$ cat src/rtl/i2c_cg_pkg.sv
package i2c_cg_pkg;
  localparam int CB_START   = 0;
  localparam int CB_RESTART = 1;
  localparam int CB_STOP    = 2;
  localparam int CB_OWNER   = 3;
  localparam int CB_ACKVAL  = 4;
  localparam int CB_ACKEN   = 5;
  localparam int CB_RELSTOP = 6;
  localparam int CB_WAIT    = 7;

  typedef enum logic [1:0] {
    OP_NONE    = 2'd0,
    OP_STOP    = 2'd1,
    OP_RESTART = 2'd2,
    OP_START   = 2'd3
  } cg_op_e;
endpackage

$ cat src/rtl/cg_line_detect.sv
module cg_line_detect #(
  parameter int STAGES = 2
) (
  input  logic clk,
  input  logic rst_n,
  input  logic scl_i,
  input  logic sda_i,
  output logic scl_s_o,
  output logic start_det_o,
  output logic stop_det_o,
  output logic scl_fall_o
);
  logic [STAGES-1:0] scl_sr, sda_sr;
  logic scl_prev, sda_prev;

  always_ff @(posedge clk or negedge rst_n) begin
    if (!rst_n) begin
      scl_sr   <= '1;
      sda_sr   <= '1;
      scl_prev <= 1'b1;
      sda_prev <= 1'b1;
    end else begin
      scl_sr   <= {scl_sr[STAGES-2:0], scl_i};
      sda_sr   <= {sda_sr[STAGES-2:0], sda_i};
      scl_prev <= scl_sr[STAGES-1];
      sda_prev <= sda_sr[STAGES-1];
    end
  end

  assign scl_s_o     = scl_sr[STAGES-1];
  assign start_det_o = scl_sr[STAGES-1] & scl_prev & sda_prev & ~sda_sr[STAGES-1];
  assign stop_det_o  = scl_sr[STAGES-1] & scl_prev & ~sda_prev & sda_sr[STAGES-1];
  assign scl_fall_o  = scl_prev & ~scl_sr[STAGES-1];


  det_start_once_chk: assert property (@(posedge clk) disable iff (!rst_n)
    start_det_o |=> !start_det_o);
endmodule

$ cat src/rtl/cg_sequencer.sv
module cg_sequencer
  import i2c_cg_pkg::*;
(
  input  logic       clk,
  input  logic       rst_n,
  input  logic       tick_i,
  input  logic       owner_i,
  input  logic [2:0] req_i,
  output logic       scl_lo_o,
  output logic       sda_lo_o,
  output logic [2:0] clr_o,
  output logic       done_o
);
  cg_op_e     op_q, cur_op, pick;
  logic [1:0] step_q;
  logic       scl_lo_q, sda_lo_q, nx_scl, nx_sda, last;
  logic [2:0] mask;

  always_comb begin
    if (req_i[CB_STOP])         pick = OP_STOP;
    else if (req_i[CB_RESTART]) pick = OP_RESTART;
    else if (req_i[CB_START])   pick = OP_START;
    else                        pick = OP_NONE;
    cur_op = (op_q == OP_NONE) ? pick : op_q;
    nx_sda = sda_lo_q;
    nx_scl = scl_lo_q;
    last   = 1'b0;
    mask   = 3'b000;
    case (cur_op)
      OP_START: begin
        mask = 3'b001;
        if (step_q == 2'd0) nx_sda = 1'b1;
        else begin nx_scl = 1'b1; last = 1'b1; end
      end
      OP_STOP: begin
        mask = 3'b100;
        case (step_q)
          2'd0:    nx_sda = 1'b1;
          2'd1:    nx_scl = 1'b0;
          default: begin nx_sda = 1'b0; last = 1'b1; end
        endcase
      end
      OP_RESTART: begin
        mask = 3'b010;
        case (step_q)
          2'd0: nx_sda = 1'b0;
          2'd1: nx_scl = 1'b0;
          2'd2: nx_sda = 1'b1;
          default: begin nx_scl = 1'b1; last = 1'b1; end
        endcase
      end
      default: ;
    endcase
  end

  assign clr_o = (owner_i && tick_i && last) ? mask : 3'b000;

  always_ff @(posedge clk or negedge rst_n) begin
    if (!rst_n) begin
      op_q     <= OP_NONE;
      step_q   <= 2'd0;
      scl_lo_q <= 1'b0;
      sda_lo_q <= 1'b0;
      done_o   <= 1'b0;
    end else begin
      done_o <= 1'b0;
      if (!owner_i) begin
        op_q   <= OP_NONE;
        step_q <= 2'd0;
      end else if (tick_i && cur_op != OP_NONE) begin
        sda_lo_q <= nx_sda;
        scl_lo_q <= nx_scl;
        if (last) begin
          op_q   <= OP_NONE;
          step_q <= 2'd0;
          done_o <= 1'b1;
        end else begin
          op_q   <= cur_op;
          step_q <= step_q + 2'd1;
        end
      end
    end
  end

  assign scl_lo_o = scl_lo_q;
  assign sda_lo_o = sda_lo_q;


  seq_tick_chk: assert property (@(posedge clk) disable iff (!rst_n)
    !$past(tick_i) |-> ($stable(sda_lo_q) && $stable(scl_lo_q)));
endmodule

$ cat src/rtl/cg_scl_wait.sv
module cg_scl_wait #(
  parameter int EDGE_CNT = 10
) (
  input  logic clk,
  input  logic rst_n,
  input  logic wait_en_i,
  input  logic ext_clk_i,
  input  logic start_det_i,
  input  logic scl_fall_i,
  output logic hold_o
);
  localparam int CW = $clog2(EDGE_CNT + 1);
  localparam logic [CW-1:0] LIMIT = CW'(EDGE_CNT);
  logic [CW-1:0] cnt_q;
  logic          armed;

  assign armed  = wait_en_i & ~ext_clk_i;
  assign hold_o = armed & (cnt_q == LIMIT);

  always_ff @(posedge clk or negedge rst_n) begin
    if (!rst_n)                        cnt_q <= '0;
    else if (start_det_i)              cnt_q <= '0;
    else if (cnt_q == LIMIT && !armed) cnt_q <= '0;
    else if (scl_fall_i && cnt_q != LIMIT) cnt_q <= cnt_q + 1'b1;
  end


  wait_hold_chk: assert property (@(posedge clk) disable iff (!rst_n)
    (hold_o && !start_det_i) |=> (hold_o || !wait_en_i || ext_clk_i));
endmodule

$ cat src/rtl/i2c_cond_gen.sv
module i2c_cond_gen
  import i2c_cg_pkg::*;
#(
  parameter int SYNC_STAGES = 2,
  parameter int WAIT_EDGE   = 10
) (
  input  logic       clk,
  input  logic       rst_n,
  input  logic       tick,
  input  logic       wr_en,
  input  logic [7:0] wr_data,
  output logic [7:0] ctrl_q,
  input  logic       sh_scl_oe,
  input  logic       sh_sda_oe,
  input  logic       ext_clk,
  input  logic       scl_in,
  input  logic       sda_in,
  output logic       scl_oe,
  output logic       sda_oe,
  output logic       irq
);
  logic [7:0] ctrl_r;
  logic       scl_s, start_det, stop_det, scl_fall;
  logic       gen_scl, gen_sda, done, hold, rel_q;
  logic [2:0] clr;

  cg_line_detect #(.STAGES(SYNC_STAGES)) det_u (
    .clk(clk), .rst_n(rst_n), .scl_i(scl_in), .sda_i(sda_in),
    .scl_s_o(scl_s), .start_det_o(start_det), .stop_det_o(stop_det),
    .scl_fall_o(scl_fall));

  cg_sequencer seq_u (
    .clk(clk), .rst_n(rst_n), .tick_i(tick), .owner_i(ctrl_r[CB_OWNER]),
    .req_i(ctrl_r[2:0]), .scl_lo_o(gen_scl), .sda_lo_o(gen_sda),
    .clr_o(clr), .done_o(done));

  cg_scl_wait #(.EDGE_CNT(WAIT_EDGE)) wait_u (
    .clk(clk), .rst_n(rst_n), .wait_en_i(ctrl_r[CB_WAIT]), .ext_clk_i(ext_clk),
    .start_det_i(start_det), .scl_fall_i(scl_fall), .hold_o(hold));

  always_ff @(posedge clk or negedge rst_n) begin
    if (!rst_n) begin
      ctrl_r <= 8'h00;
      rel_q  <= 1'b0;
      irq    <= 1'b0;
    end else begin
      if (wr_en) ctrl_r <= wr_data;
      else       ctrl_r[2:0] <= ctrl_r[2:0] & ~clr;
      if (!ctrl_r[CB_RELSTOP] || start_det) rel_q <= 1'b0;
      else if (stop_det)                    rel_q <= 1'b1;
      irq <= ctrl_r[CB_OWNER] ? done : (start_det | stop_det);
    end
  end

  always_comb begin
    if (ctrl_r[CB_OWNER]) begin
      scl_oe = gen_scl | hold;
      sda_oe = gen_sda;
    end else begin
      scl_oe = (sh_scl_oe & ~rel_q) | hold;
      sda_oe = ctrl_r[CB_ACKEN] ? ~ctrl_r[CB_ACKVAL] : sh_sda_oe;
    end
  end

  assign ctrl_q = ctrl_r;


  req_clear_chk: assert property (@(posedge clk) disable iff (!rst_n)
    !$past(wr_en) |-> ((($past(ctrl_r[2:0]) & ~ctrl_r[2:0]) & ~$past(clr)) == 3'b000));


  owner_irq_chk: assert property (@(posedge clk) disable iff (!rst_n)
    (irq && $past(ctrl_r[CB_OWNER])) |-> $past(done));
endmodule

$ cat config.mk
export PLATFORM = sky130hd
export DESIGN_NAME = i2c_cond_gen
export DESIGN_NICKNAME = d
export VERILOG_FILES = /design/src/rtl/i2c_cg_pkg.sv /design/src/rtl/cg_line_detect.sv /design/src/rtl/cg_sequencer.sv /design/src/rtl/cg_scl_wait.sv /design/src/rtl/i2c_cond_gen.sv
export SDC_FILE = /design/constraint.sdc
export NUM_CORES = 1
export LEC_CHECK = 0
export BUFFER_PORTS_ARGS = -buffer_cell sky130_fd_sc_hd__buf_2
export CORE_UTILIZATION = 58
export CTS_CLUSTER_SIZE = 20
export DETAILED_ROUTE_END_ITERATION = 7
export GPL_ROUTABILITY_DRIVEN = 0
export PLACE_DENSITY_LB_ADDON = 0.08
export REMOVE_ABC_BUFFERS = 1
export SLEW_MARGIN = 40
export SYNTH_ARGS = -nofsm -noshare
export SYNTH_HDL_FRONTEND = slang
export SYNTH_SLANG_ARGS = --single-unit
$ cat constraint.sdc
create_clock -name clk -period 4.2 [get_ports clk]
set_input_delay 0.63 -clock clk [delete_from_list [all_inputs] [get_ports clk]]
set_output_delay 0.63 -clock clk [all_outputs]
set_load 0.01 [all_outputs]
=== Word level (Yosys, flattened, before mapping) ===
Cells that the tools add are included.

* Bits of input ports: 17
* Flip-flop bits (word level): 27
* Output and inout port bits: 11
* Word-level logic and storage cells: 106

* Mux-type cells: 37
* Reduce and logical (&&, ||, !) cells: 19
* Add/subtract/negate cells: 2
* Eq/ne operators: 14
* Bitwise operators: 20

{| class="wikitable"
|+ Operator list
! operator !! number
|-
| 2-bit 2-to-1 mux || 10
|-
| 1-bit 2-to-1 mux || 15
|-
| 4-bit 2-to-1 mux || 3
|-
| 6-bit AND reduction || 2
|-
| 1-bit bitwise AND || 9
|-
| 1-bit one-hot mux with 3 select lines || 3
|-
| 3-bit one-hot mux with 3 select lines || 1
|-
| 2-bit equality test (second input constant) || 3
|-
| 3-bit 2-to-1 mux || 2
|-
| 2-bit by 1-bit inequality test with 1-bit output (second input constant) || 3
|-
| 2-bit inequality test (second input constant) || 3
|-
| 1-bit inverter || 6
|-
| 1-bit one-hot mux with 2 select lines || 3
|-
| 3-bit nonzero test || 2
|-
| 1-bit logical AND || 5
|-
| 4-bit by 1-bit adder with 4-bit output (second input constant) || 1
|-
| 2-bit by 1-bit equality test with 1-bit output (second input constant) || 2
|-
| 4-bit equality test (second input constant) || 1
|-
| 2-bit zero test || 2
|-
| 4-bit inequality test (second input constant) || 1
|-
| 2-bit nonzero test || 2
|-
| 2-bit OR reduction || 2
|-
| 3-bit bitwise AND || 1
|-
| 3-bit by 1-bit inequality test with 1-bit output (second input constant) || 1
|-
| 6 further kinds || 9
|}

=== Depth between registers and ports, before layout ===
Gate-level depths: netlist of run 1.

* Depth in word-level cells: 11
* Mapped depth: 8
* Depth with buffers taken out: 8

=== Hierarchy ===
Synthesis of run 1 repeated with hierarchy kept, for this count alone.

* Cells, all modules: 135
* Area, all modules: 1452.6 um^2

{| class="wikitable"
|+ Modules (own cells, without submodules)
! module !! area an instance (um^2) !! seq. area each (um^2) !! cells an instance !! times used
|-
| cg_sequencer || 579.3 || 175.2 || 63 || 1
|-
| i2c_cond_gen || 449.2 || 250.2 || 37 || 1
|-
| cg_scl_wait || 240.2 || 100.1 || 26 || 1
|-
| cg_line_detect || 183.9 || 157.7 || 9 || 1
|}

=== Worst setup path after synthesis of run 1 ===
OpenSTA, ideal clock, no wires.

* Path kind: flip-flop to flip-flop
* Start: register ctrl_r[1] (netlist: ctrl_q[1])
* End: register seq_u.sda_lo_q (netlist: seq_u.sda_lo_o)
* Path slack: 2.043 ns
* Arrival time: 2.032 ns
* Stages on the path, launching flop included: 8
* Setup time: 0.125 ns
* Path buffers: 0
* Path through: dfrtp_1 > nand2b_1 > a21oi_1 > inv_1 > ha_1 > nand3b_4 > a2111oi_2 > mux2_2

* Cells in the longest elaborated chain, start to end: 6
* Elaborated cells on any way between the ends: 14
* Classes of those cells: eq/ne: 6; mux: 4; reduce/logical: 4

{| class="wikitable"
|+ RTL lines
! element !! RTL line !! text
|-
| start: declaration || i2c_cond_gen.sv:22 || <nowiki>logic [7:0] ctrl_r;</nowiki>
|-
| start signal: assignment || i2c_cond_gen.sv:47 || <nowiki>if (wr_en) ctrl_r <= wr_data;</nowiki>
|-
| start signal: assignment || i2c_cond_gen.sv:48 || <nowiki>else ctrl_r[2:0] <= ctrl_r[2:0] & ~clr;</nowiki>
|-
| 2-bit 2-to-1 mux * || cg_sequencer.sv:21 || <nowiki>else if (req_i[CB_RESTART]) pick = OP_RESTART;</nowiki>
|-
| 2-bit 2-to-1 mux * || cg_sequencer.sv:20 || <nowiki>if (req_i[CB_STOP]) pick = OP_STOP;</nowiki>
|-
| 2-bit 2-to-1 mux * || cg_sequencer.sv:24 || <nowiki>cur_op = (op_q == OP_NONE) ? pick : op_q;</nowiki>
|-
| 2-bit equality test (tied with other cells) || cg_sequencer.sv:29 || <nowiki>case (cur_op)</nowiki>
|-
| 3-bit by 1-bit inequality test with 1-bit output (no source line) (tied with other cells) || - ||
|-
| 6-bit AND reduction (no source line) || - ||
|-
| end signal: assignment || cg_sequencer.sv:71 || <nowiki>sda_lo_q <= nx_sda;</nowiki>
|-
| end: declaration || cg_sequencer.sv:16 || <nowiki>logic scl_lo_q, sda_lo_q, nx_scl, nx_sda, last;</nowiki>
|}

Every way passes the cells marked *; elsewhere a longest branch is shown, timed or not.
A chain may end at the register's enable or synchronous reset.

=== Worst setup path after layout of run 1 ===
* Start: register ctrl_r[1] (netlist: ctrl_q[1])
* End: register seq_u.scl_lo_q (netlist: seq_u.scl_lo_o)

* Cells in the longest elaborated chain, start to end: 6
* Elaborated cells on any way between the ends: 14
* Classes of those cells: eq/ne: 6; mux: 4; reduce/logical: 4

{| class="wikitable"
|+ RTL lines
! element !! RTL line !! text
|-
| 2-bit 2-to-1 mux * || cg_sequencer.sv:21 ||
|-
| 2-bit 2-to-1 mux * || cg_sequencer.sv:20 ||
|-
| 2-bit 2-to-1 mux * || cg_sequencer.sv:24 ||
|-
| 2-bit by 1-bit equality test with 1-bit output (tied with other cells) || cg_sequencer.sv:29 ||
|-
| 2-bit by 1-bit inequality test with 1-bit output (no source line) (tied with other cells) || - ||
|-
| 6-bit AND reduction (no source line) || - ||
|-
| end signal: assignment || cg_sequencer.sv:72 || <nowiki>scl_lo_q <= nx_scl;</nowiki>
|-
| end: declaration || cg_sequencer.sv:16 ||
|}

Marked as above.

==> flow_metrics.env, run 1 <==
export IMPL_ys_ff_latch=27
export IMPL_portBuffers=27
export IMPL_status="finished clean"
export IMPL_cts_root_buffer="clkbuf_4"
export IMPL_worstPathArrival_ns=2.61
export IMPL_rsz0062_at_grt="false"
export IMPL_multi_input_area_sq_um=734
export IMPL_wl_per_cell_microns=14.1
export IMPL_cts_buffer_depth=2
export IMPL_viasPerCell=5.62
export IMPL_antenna_cells=0
export IMPL_start_util_pct=64.0
export IMPL_overflow=0
export IMPL_dieArea_sq_mm=0.00276
export IMPL_drtAntennaViolNets=0
export IMPL_fin_crit_ns=2.38
export IMPL_std_cell_rows=17
export IMPL_max_slew_margin_pct=59.8
export IMPL_vias=1079
export IMPL_cts_setup_buffers=0
export IMPL_synth_warnings=0
export IMPL_hold_class="in -> async"
export IMPL_syn_avg_cell_area_sq_um=10.7
export IMPL_drv_slew=0
export IMPL_synth_area_leaders="dfrtp_1 (35%), ha_1 (11%), dfstp_2 (11%)"
export IMPL_drc_errors=0
export IMPL_final_net_count=195
export IMPL_coreArea_sq_mm=0.00232
export IMPL_yosys_most_used_dff="dfrtp_1"
export IMPL_ctsHoldBuffers=0
export IMPL_final_area_sq_mm=0.00166
export IMPL_wirelength_mm=2.71
export IMPL_dpl_hpwl_mm=2.04
export IMPL_grt_pass1_wl_mm=4.52
export IMPL_fin_skew_ns=0.0104
export IMPL_required_ns=4.43
export IMPL_clk_pin_slew_ns=0.15
export IMPL_area_growth_pct=11.6
export IMPL_synth_edff_count=0
export IMPL_ys_types=42
export IMPL_fillerInstances=178
export IMPL_cts_tree="yes"
export IMPL_critPathCaptureType="flop"
export IMPL_final_setup_tns_ns=0
export IMPL_dp_cells=188
export IMPL_finalSetupViolCount=0
export IMPL_p_leak_nw=0.795
export IMPL_dpl_instance_area_sq_mm=0.00163
export IMPL_dr_pass1_iters=4
export IMPL_netlist_instances=138
export IMPL_max_cap_violations=0
export IMPL_ys_seq_area_share_pct=46.1
export IMPL_antenna_found_initial=0
export IMPL_r2r_cells=8
export IMPL_grt_pass1_vias=1040
export IMPL_synth_top_area_share_pct=35.4
export IMPL_finalHoldViolCount=0
export IMPL_powerDensity_mw_per_mm2=433
export IMPL_grt_max_degree=28
export IMPL_peakVddDrop_uv=262
export IMPL_grt_util_all_layers_pct=22.9
export IMPL_numClockSinks=27
export IMPL_min_period_over_period_pct=56.7
export IMPL_start_kind="flop"
export IMPL_die_h_microns=52.6
export IMPL_worstMarginPinSlew_ns=0.603
export IMPL_ctsResizeCount=0
export IMPL_path_class="reg -> reg"
export IMPL_die_x_microns=52.6
export IMPL_numCtsBuffers=3
export IMPL_synth_top_area_cell="dfrtp_1"
export IMPL_seqCellArea_sq_um=683
export IMPL_synthesis_area_sq_mm=0.00148
export IMPL_worstPathMaxFanout=6
export IMPL_clock_latency_ns=0.33
export IMPL_fmax_mhz=420
export IMPL_drtIter0Drc=9
export IMPL_instances_no_fill=192
export IMPL_cts_htree_levels=1
export IMPL_synthArstFlopShare_pct=100
export IMPL_io_pins=28
export IMPL_drive_above_1_share_pct=29.9
## area by class of cell
type	count	area share (%)
inverters	10	2.27
repair buffers	27	8.16
flip-flops and latches	27	41.3
well taps	28	2.12
clock inverters	1	0.454
clock buffers	3	1.36
multi-input cells	96	44.4
## metrics by stage
| step | setup WS, ns | total power [mW] | hold slack, ns | util, % |
|---|---|---|---|---|
| 6_report | 1.82 | 0.717 | 0.283 | 71.4 |
| 5_1_grt | 1.62 | 0.774 | 0.305 | 71.4 |
| 3_3_place_gp | 1.94 | 0.593 | 0.346 | 70.1 |
| 2_1_floorplan | 2.03 | 0.529 | 0.334 | - |
| 3_5_place_dp | 1.84 | 0.608 | 0.349 | 70.1 |
| 4_1_cts | 1.82 | 0.724 | 0.286 | 71.4 |
## power breakdown
group / leakage [nW] / internal (mW) / switching [mW]
clock network: 0.0139 / 0.0364 / 0.0778
registers: 0.327 / 0.308 / 0.0413
logic: 0.453 / 0.112 / 0.142
## logic make-up (layout without fill, tap and decap cells)
family / after synthesis / count (layout) / share of synthesized area (%)
simple gates: 43 / 43 / 16.3
compound gates: 27 / 27 / 13.2
flops: 27 / 27 / 46.1
buf+inv: 15 / 41 / 4.39
fa+ha+maj: 13 / 13 / 11.0
mux: 11 / 11 / 7.93
xor+xnor: 2 / 2 / 1.18
## worst max-delay path, cell delays in order (launching register included)
cell and delay, ns:
dfrtp_1 0.43, nand2b_1 0.17, a21oi_1 0.35, inv_1 0.18, ha_1 0.24, nand3b_4 0.20
a221oi_1 0.24, o21ai_1 0.14, mux2_1 0.33
## synth_stat cells (2+ instances only)
library cell and count:
mux2_2 5, nor3_1 2, nand3_1 2, nor2_1 5, buf_4 2, nand2_1 15
clkbuf_1 2, nand2b_1 6, nor3b_1 2, inv_1 9, a211oi_1 2, nor2b_1 2
a21oi_1 6, dfstp_2 6, dfrtp_1 21, a31oi_1 3, a21boi_1 2, mux2i_1 5
o21ai_0 5, o21ai_1 2, ha_1 13
## layout by cell type (no fill, tap or decap), types with 2 or more instances in the layout
cell       n
a21boi_1   2
o21ai_0    5
nor2_1     5
nor3b_1    2
nand3_1    2
nand2_1   15
mux2i_1    5
clkbuf_4   3
o21ai_1    2
dfrtp_1   21
nand2b_1   6
a31oi_1    3
dfstp_2    6
ha_1      13
a211oi_1   2
mux2_2     5
buf_2     27
inv_1      9
a21oi_1    6
nor3_1     2
nor2b_1    2
## routing by layer
layer	global-route usage, %	routed length, microns	up-vias
met4	6.58	13	0
met2	38.0	1230	40
met3	5.51	134	2
met1	29.5	1330	512
met5	0	0	-
li1	-	-	525
## path summary, 6_finish.rpt
kind | startpoint | endpoint | slack (ns)
setup / recovery | ctrl_q[1] | seq_u.scl_lo_o | 1.82
hold / removal | rst_n | ctrl_q[7] | 0.28
setup reg to reg | ctrl_q[1] | seq_u.scl_lo_o | 1.82
hold reg to reg | det_u.sda_sr[0] | det_u.sda_sr[1] | 0.37
max in group asynchronous | rst_n | ctrl_q[1] | 3.52
min in group clk | det_u.sda_sr[0] | det_u.sda_sr[1] | 0.37
## registers in the layout, indices dropped and copies added, names as in the netlist
| name | flops |
|---|---|
| wait_u.cnt_q | 4 |
| rel_q | 1 |
| det_u.sda_prev | 1 |
| seq_u.sda_lo_o | 1 |
| irq | 1 |
| det_u.scl_sr | 2 |
| det_u.sda_sr | 2 |
| seq_u.done_o | 1 |
| seq_u.scl_lo_o | 1 |
| seq_u.step_q | 2 |
| seq_u.op_q | 2 |
| ctrl_q | 8 |
| det_u.scl_prev | 1 |
No activity file was read; power rests on OpenSTA's default activity.
==> run 2, diff against run 1 <==
Settings changed: CORE_UTILIZATION 58 to 54.
Clock period 4.2 ns to 2.46 ns, I/O delays scaled along.
==> run 2 against run 1 <==
Sequential power grew 71%; final cell count grew 1.6%; sequential share of layout area down 0.28 points; maximum frequency grew 2.6%; cell area grew 0.68%; global-route usage down 2.2 points; critical endpoint is now ctrl_q[0].
==> flow_metrics.env, run 2 (synthesis gave the netlist of run 1 again) <==
export IMPL_p_total_mw=1.24
export IMPL_antenna_cells=0
export IMPL_min_period_over_period_pct=94.4
export IMPL_drtIter0Drc=16
export IMPL_clk_pin_slew_ns=0.16
export IMPL_cts_tree="yes"
export IMPL_cts_buffer_depth=2
export IMPL_crit_start="ctrl_q[1]"
export IMPL_dr_pass1_iters=4
export IMPL_r2r_start="ctrl_q[1]"
export IMPL_final_core_util_pct=65.5
export IMPL_grt_util_all_layers_pct=20.7
export IMPL_drc_errors=0
export IMPL_finalHoldViolCount=0
export IMPL_multi_input_area_sq_um=734
export IMPL_crit_chain="or2_2 > a21o_1 > inv_1 > ha_1 > nor3b_2 > a221oi_4 > o311ai_0 > nand2_1"
export IMPL_path_class="reg -> reg"
export IMPL_wl_per_cell_microns=13.4
export IMPL_clock_latency_ns=0.33
export IMPL_area_growth_pct=12.4
export IMPL_fin_skew_ns=0.00675
export IMPL_numClockSinks=27
export IMPL_dp_cells=191
export IMPL_fin_crit_ns=2.32
export IMPL_layout_commonest_cell="buf_2"
export IMPL_final_setup_tns_ns=0
export IMPL_peakVddDrop_uv=433
export IMPL_vias=1073
export IMPL_grt_pass1_wl_mm=4.37
export IMPL_drv_slew=0
export IMPL_viasPerCell=5.50
export IMPL_cts_htree_levels=1
export IMPL_coreArea_sq_mm=0.00254
export IMPL_layout_common_cells="buf_2 (27), dfrtp_1 (21), nand2_1 (15), ha_1 (13), inv_1 (9)"
export IMPL_rsz0062_at_grt="false"
export IMPL_cts_root_buffer="clkbuf_4"
export IMPL_fillerInstances=217
export IMPL_finalSetupViolCount=0
export IMPL_ctsHoldBuffers=0
export IMPL_crit_path_max_incr_delay_ns=0.42
export IMPL_cts_setup_buffers=0
export IMPL_io_pins=28
export IMPL_worstMarginPinSlew_ns=0.572
export IMPL_max_cap_violations=0
export IMPL_fmax_mhz=431
export IMPL_worstPathArrival_ns=2.56
export IMPL_grt_max_degree=28
export IMPL_status="finished clean"
export IMPL_dpl_hpwl_mm=1.98
export IMPL_required_ns=2.70
export IMPL_critPathCaptureType="flop"
export IMPL_ctsResizeCount=0
export IMPL_start_util_pct=58.3
export IMPL_p_leak_nw=0.804
export IMPL_largest_register_ffs=8
export IMPL_hold_class="in -> async"
export IMPL_overflow=0
export IMPL_portBuffers=27
export IMPL_numCtsBuffers=3
export IMPL_final_net_count=196
export IMPL_max_slew_margin_pct=61.9
export IMPL_powerDensity_mw_per_mm2=744
export IMPL_die_x_microns=54.4
export IMPL_start_kind="flop"
export IMPL_worstPathMaxFanout=6
export IMPL_drtAntennaViolNets=0
export IMPL_antenna_found_initial=0
export IMPL_grt_pass1_vias=1001
export IMPL_dieArea_sq_mm=0.00296
export IMPL_critical_path_buf_inv_count=1
export IMPL_wirelength_mm=2.62
export IMPL_cp_slowest_cell="dfrtp_1"
export IMPL_crit_family="compound AO/OA/AOI/OAI gates"
export IMPL_die_h_microns=54.4
export IMPL_seqCellArea_sq_um=683
export IMPL_drive_above_1_share_pct=30.3
export IMPL_std_cell_rows=18
export IMPL_instances_no_fill=195
run 2: cell type report:
class                      count  share of cell area (%)
tap                           30                    2.25
clock inverter                 1                   0.526
multi-input combinational     96                    44.1
inverter                      10                    2.25
clock buffer                   3                    1.35
sequential                    27                    41.0
timing repair buffer          28                    8.56
run 2: path summary, 6_finish.rpt:
kind,endpoint,slack [ns],cells past startpoint
worst min-delay path,seq_u.sda_lo_o,0.003,1
max in group asynchronous,det_u.sda_sr[1],2.08,1
worst min register to register,det_u.sda_sr[1],0.37,0
worst max register to register,ctrl_q[0],0.14,8
min in group clk,det_u.scl_sr[0],0.12,1
worst max-delay path,ctrl_q[0],0.14,8
run 2: metal layers:
| layer | vias up | part of all wire (%) | global-route usage [%] |
|---|---|---|---|
| met3 | 2 | 4.3 | 2.50 |
| met1 | 514 | 49 | 29.2 |
| met2 | 29 | 46 | 32.3 |
| li1 | 528 | - | - |
| met5 | - | 0 | 0 |
| met4 | 0 | 0.46 | 7.69 |
run 2: power by group:
group | switching (mW) | internal, mW
clock network | 0.142 | 0.0664
logic | 0.238 | 0.196
registers | 0.0708 | 0.526
total | 0.451 | 0.789
run 2: worst register-to-register path, cell delays in order (launching register included):
cell,delay (ns)
dfrtp_1,0.42
or2_2,0.30
a21o_1,0.24
inv_1,0.15
ha_1,0.28
nor3b_2,0.29
a221oi_4,0.09
o311ai_0,0.37
nand2_1,0.09
run 2: metrics by stage:
step | setup WS, ns | cell area, sq um | hold slack, ns
after floorplan | 0.293 | 1460 | 0.0734
after global placement | 0.315 | 1640 | 0.347
after detailed placement | 0.193 | 1640 | 0.350
after CTS | 0.166 | 1670 | 0.0193
after global routing | 0.0237 | 1670 | 0.0396
final | 0.138 | 1670 | 0.00293
==> run 3, diff against run 2 <==
Settings changed: RECOVER_POWER set to 100.
==> run 3 against run 2 <==
Wire length shrank 0.27%; total power shrank 1.4%; cell area down 1.4%; highest routed layer unchanged; worst hold slack better by 0.11 ns; clock-buffer cell count is the same; clock skew shrank 0.0036 ns; maximum frequency increased by 2.0%; register-to-register slack gained 0.05 ns; first-iteration DRC count up 31%; sequential power is essentially flat; largest power group unchanged; setup slack better by 0.046 ns; clock power hardly changed.
==> flow_metrics.env, run 3 (synthesis gave the netlist of run 1 again) <==
export IMPL_status="finished clean"
export IMPL_dpl_hpwl_mm=1.98
export IMPL_grt_max_degree=28
export IMPL_grt_util_all_layers_pct=20.7
export IMPL_hold_class="in -> reg"
export IMPL_start_kind="flop"
export IMPL_drtAntennaViolNets=0
export IMPL_final_setup_tns_ns=0
export IMPL_grt_pass1_wl_mm=4.37
export IMPL_finalSetupViolCount=0
export IMPL_clock_latency_ns=0.33
export IMPL_cts_setup_buffers=0
export IMPL_min_period_over_period_pct=92.5
export IMPL_cts_buffer_depth=2
export IMPL_place_ws_ns=0.193
export IMPL_max_slew_margin_pct=9.24
export IMPL_critical_path_buf_inv_count=1
export IMPL_worstPathArrival_ns=2.52
export IMPL_instances_no_fill=195
export IMPL_std_cell_rows=18
export IMPL_dp_cells=191
export IMPL_cts_htree_levels=1
export IMPL_finalHoldViolCount=0
export IMPL_peakVddDrop_uv=431
export IMPL_fmax_mhz=439
export IMPL_largest_register_ffs=8
export IMPL_required_ns=2.70
export IMPL_whs_path_depth=1
export IMPL_layout_commonest_cell="dfrtp_1"
export IMPL_r2r_cells=7
export IMPL_crit_family="compound AO/OA/AOI/OAI gates"
export IMPL_drv_slew=0
export IMPL_cts_root_buffer="clkbuf_4"
export IMPL_antenna_found_initial=0
export IMPL_overflow=0
export IMPL_grt_most_used_layer="met2"
export IMPL_viasPerCell=5.43
export IMPL_final_net_count=196
export IMPL_crit_chain="nor2_1 > a21o_1 > inv_1 > ha_1 > nand3b_4 > a2111oi_1 > mux2_2"
export IMPL_critPathCaptureType="flop"
export IMPL_worstMarginPinSlew_ns=1.36
export IMPL_start_util_pct=58.3
export IMPL_cts_tree="yes"
export IMPL_antenna_cells=0
export IMPL_drtIter0Drc=21
export IMPL_layout_common_cells="dfrtp_1 (21), nand2_1 (15), buf_2 (15), ha_1 (13), clkbuf_1 (12)"
export IMPL_vias=1058
export IMPL_ctsResizeCount=0
export IMPL_p_leak_nw=0.764
export IMPL_die_h_microns=54.4
export IMPL_setup_ws_ns=0.184
export IMPL_portBuffers=27
export IMPL_drc_errors=0
export IMPL_area_growth_pct=10.9
export IMPL_grt_use_met2_pct=32.3
export IMPL_reg2reg_setup_slack_ns=0.18
export IMPL_ctsHoldBuffers=0
export IMPL_grtUsageMet3_pct=2.50
export IMPL_worstPathMaxFanout=6
export IMPL_wirelength_mm=2.61
export IMPL_crit_path_max_incr_delay_ns=0.43
export IMPL_fin_skew_ns=0.00314
export IMPL_grtUsageMet1_pct=29.2
export IMPL_max_cap_violations=0
export IMPL_path_class="reg -> reg"
export IMPL_die_x_microns=54.4
export IMPL_cp_slowest_cell="dfrtp_1"
export IMPL_io_pins=28
export IMPL_clk_pin_slew_ns=0.16
export IMPL_grt_pass1_vias=1001
export IMPL_dieArea_sq_mm=0.00296
export IMPL_drive_above_1_share_pct=20.6
export IMPL_fin_crit_ns=2.28
export IMPL_wl_per_cell_microns=13.4
export IMPL_rsz0062_at_grt="false"
export IMPL_coreArea_sq_mm=0.00254
export IMPL_dr_pass1_iters=4
export IMPL_numCtsBuffers=3
export IMPL_numClockSinks=27
export IMPL_path_depth=7
export IMPL_powerDensity_mw_per_mm2=744
run 3: where the power goes:
part           leakage [nW]  switching, mW  internal, mW
Sequential            0.326         0.0712         0.526
Clock                0.0183          0.141        0.0664
Combinational         0.419          0.233         0.185
Total                 0.764          0.445         0.777
run 3: metal layers:
metal | wire length [microns] | share of wire (%) | vias to the layer above
met5 | 0 | 0 | -
met4 | 12 | 0.46 | 0
met3 | 114 | 4.4 | 2
met2 | 1200 | 46 | 27
met1 | 1280 | 49 | 502
li1 | - | - | 527
run 3: final timing paths:
check,start,end
max reg2reg,ctrl_q[2],seq_u.sda_lo_o
max in group asynchronous,rst_n,rel_q
max,ctrl_q[2],seq_u.sda_lo_o
min reg2reg,det_u.sda_sr[0],det_u.sda_sr[1]
min in group asynchronous,rst_n,wait_u.cnt_q[1]
min,scl_in,det_u.scl_sr[0]
run 3: cell type report:
type	count	area (sq um)
clock buffers	3	22.5
clock inverters	1	8.76
fillers	228	901
inverters	10	37.5
multi-input cells	96	727
flip-flops and latches	27	683
well taps	30	37.5
repair buffers	28	128
run 3: per-stage QoR:
| step | utilization, % | instance area, sq um | hold WS [ns] | power, mW |
|---|---|---|---|---|
| floorplan | - | 1460 | 0.0734 | 0.904 |
| global placement | 64.3 | 1640 | 0.347 | 1.03 |
| detailed placement | 64.3 | 1640 | 0.350 | 1.04 |
| CTS | 65.5 | 1670 | 0.0193 | 1.25 |
| global route | 64.6 | 1640 | 0.0873 | 1.31 |
| finish | 64.6 | 1640 | 0.114 | 1.22 |
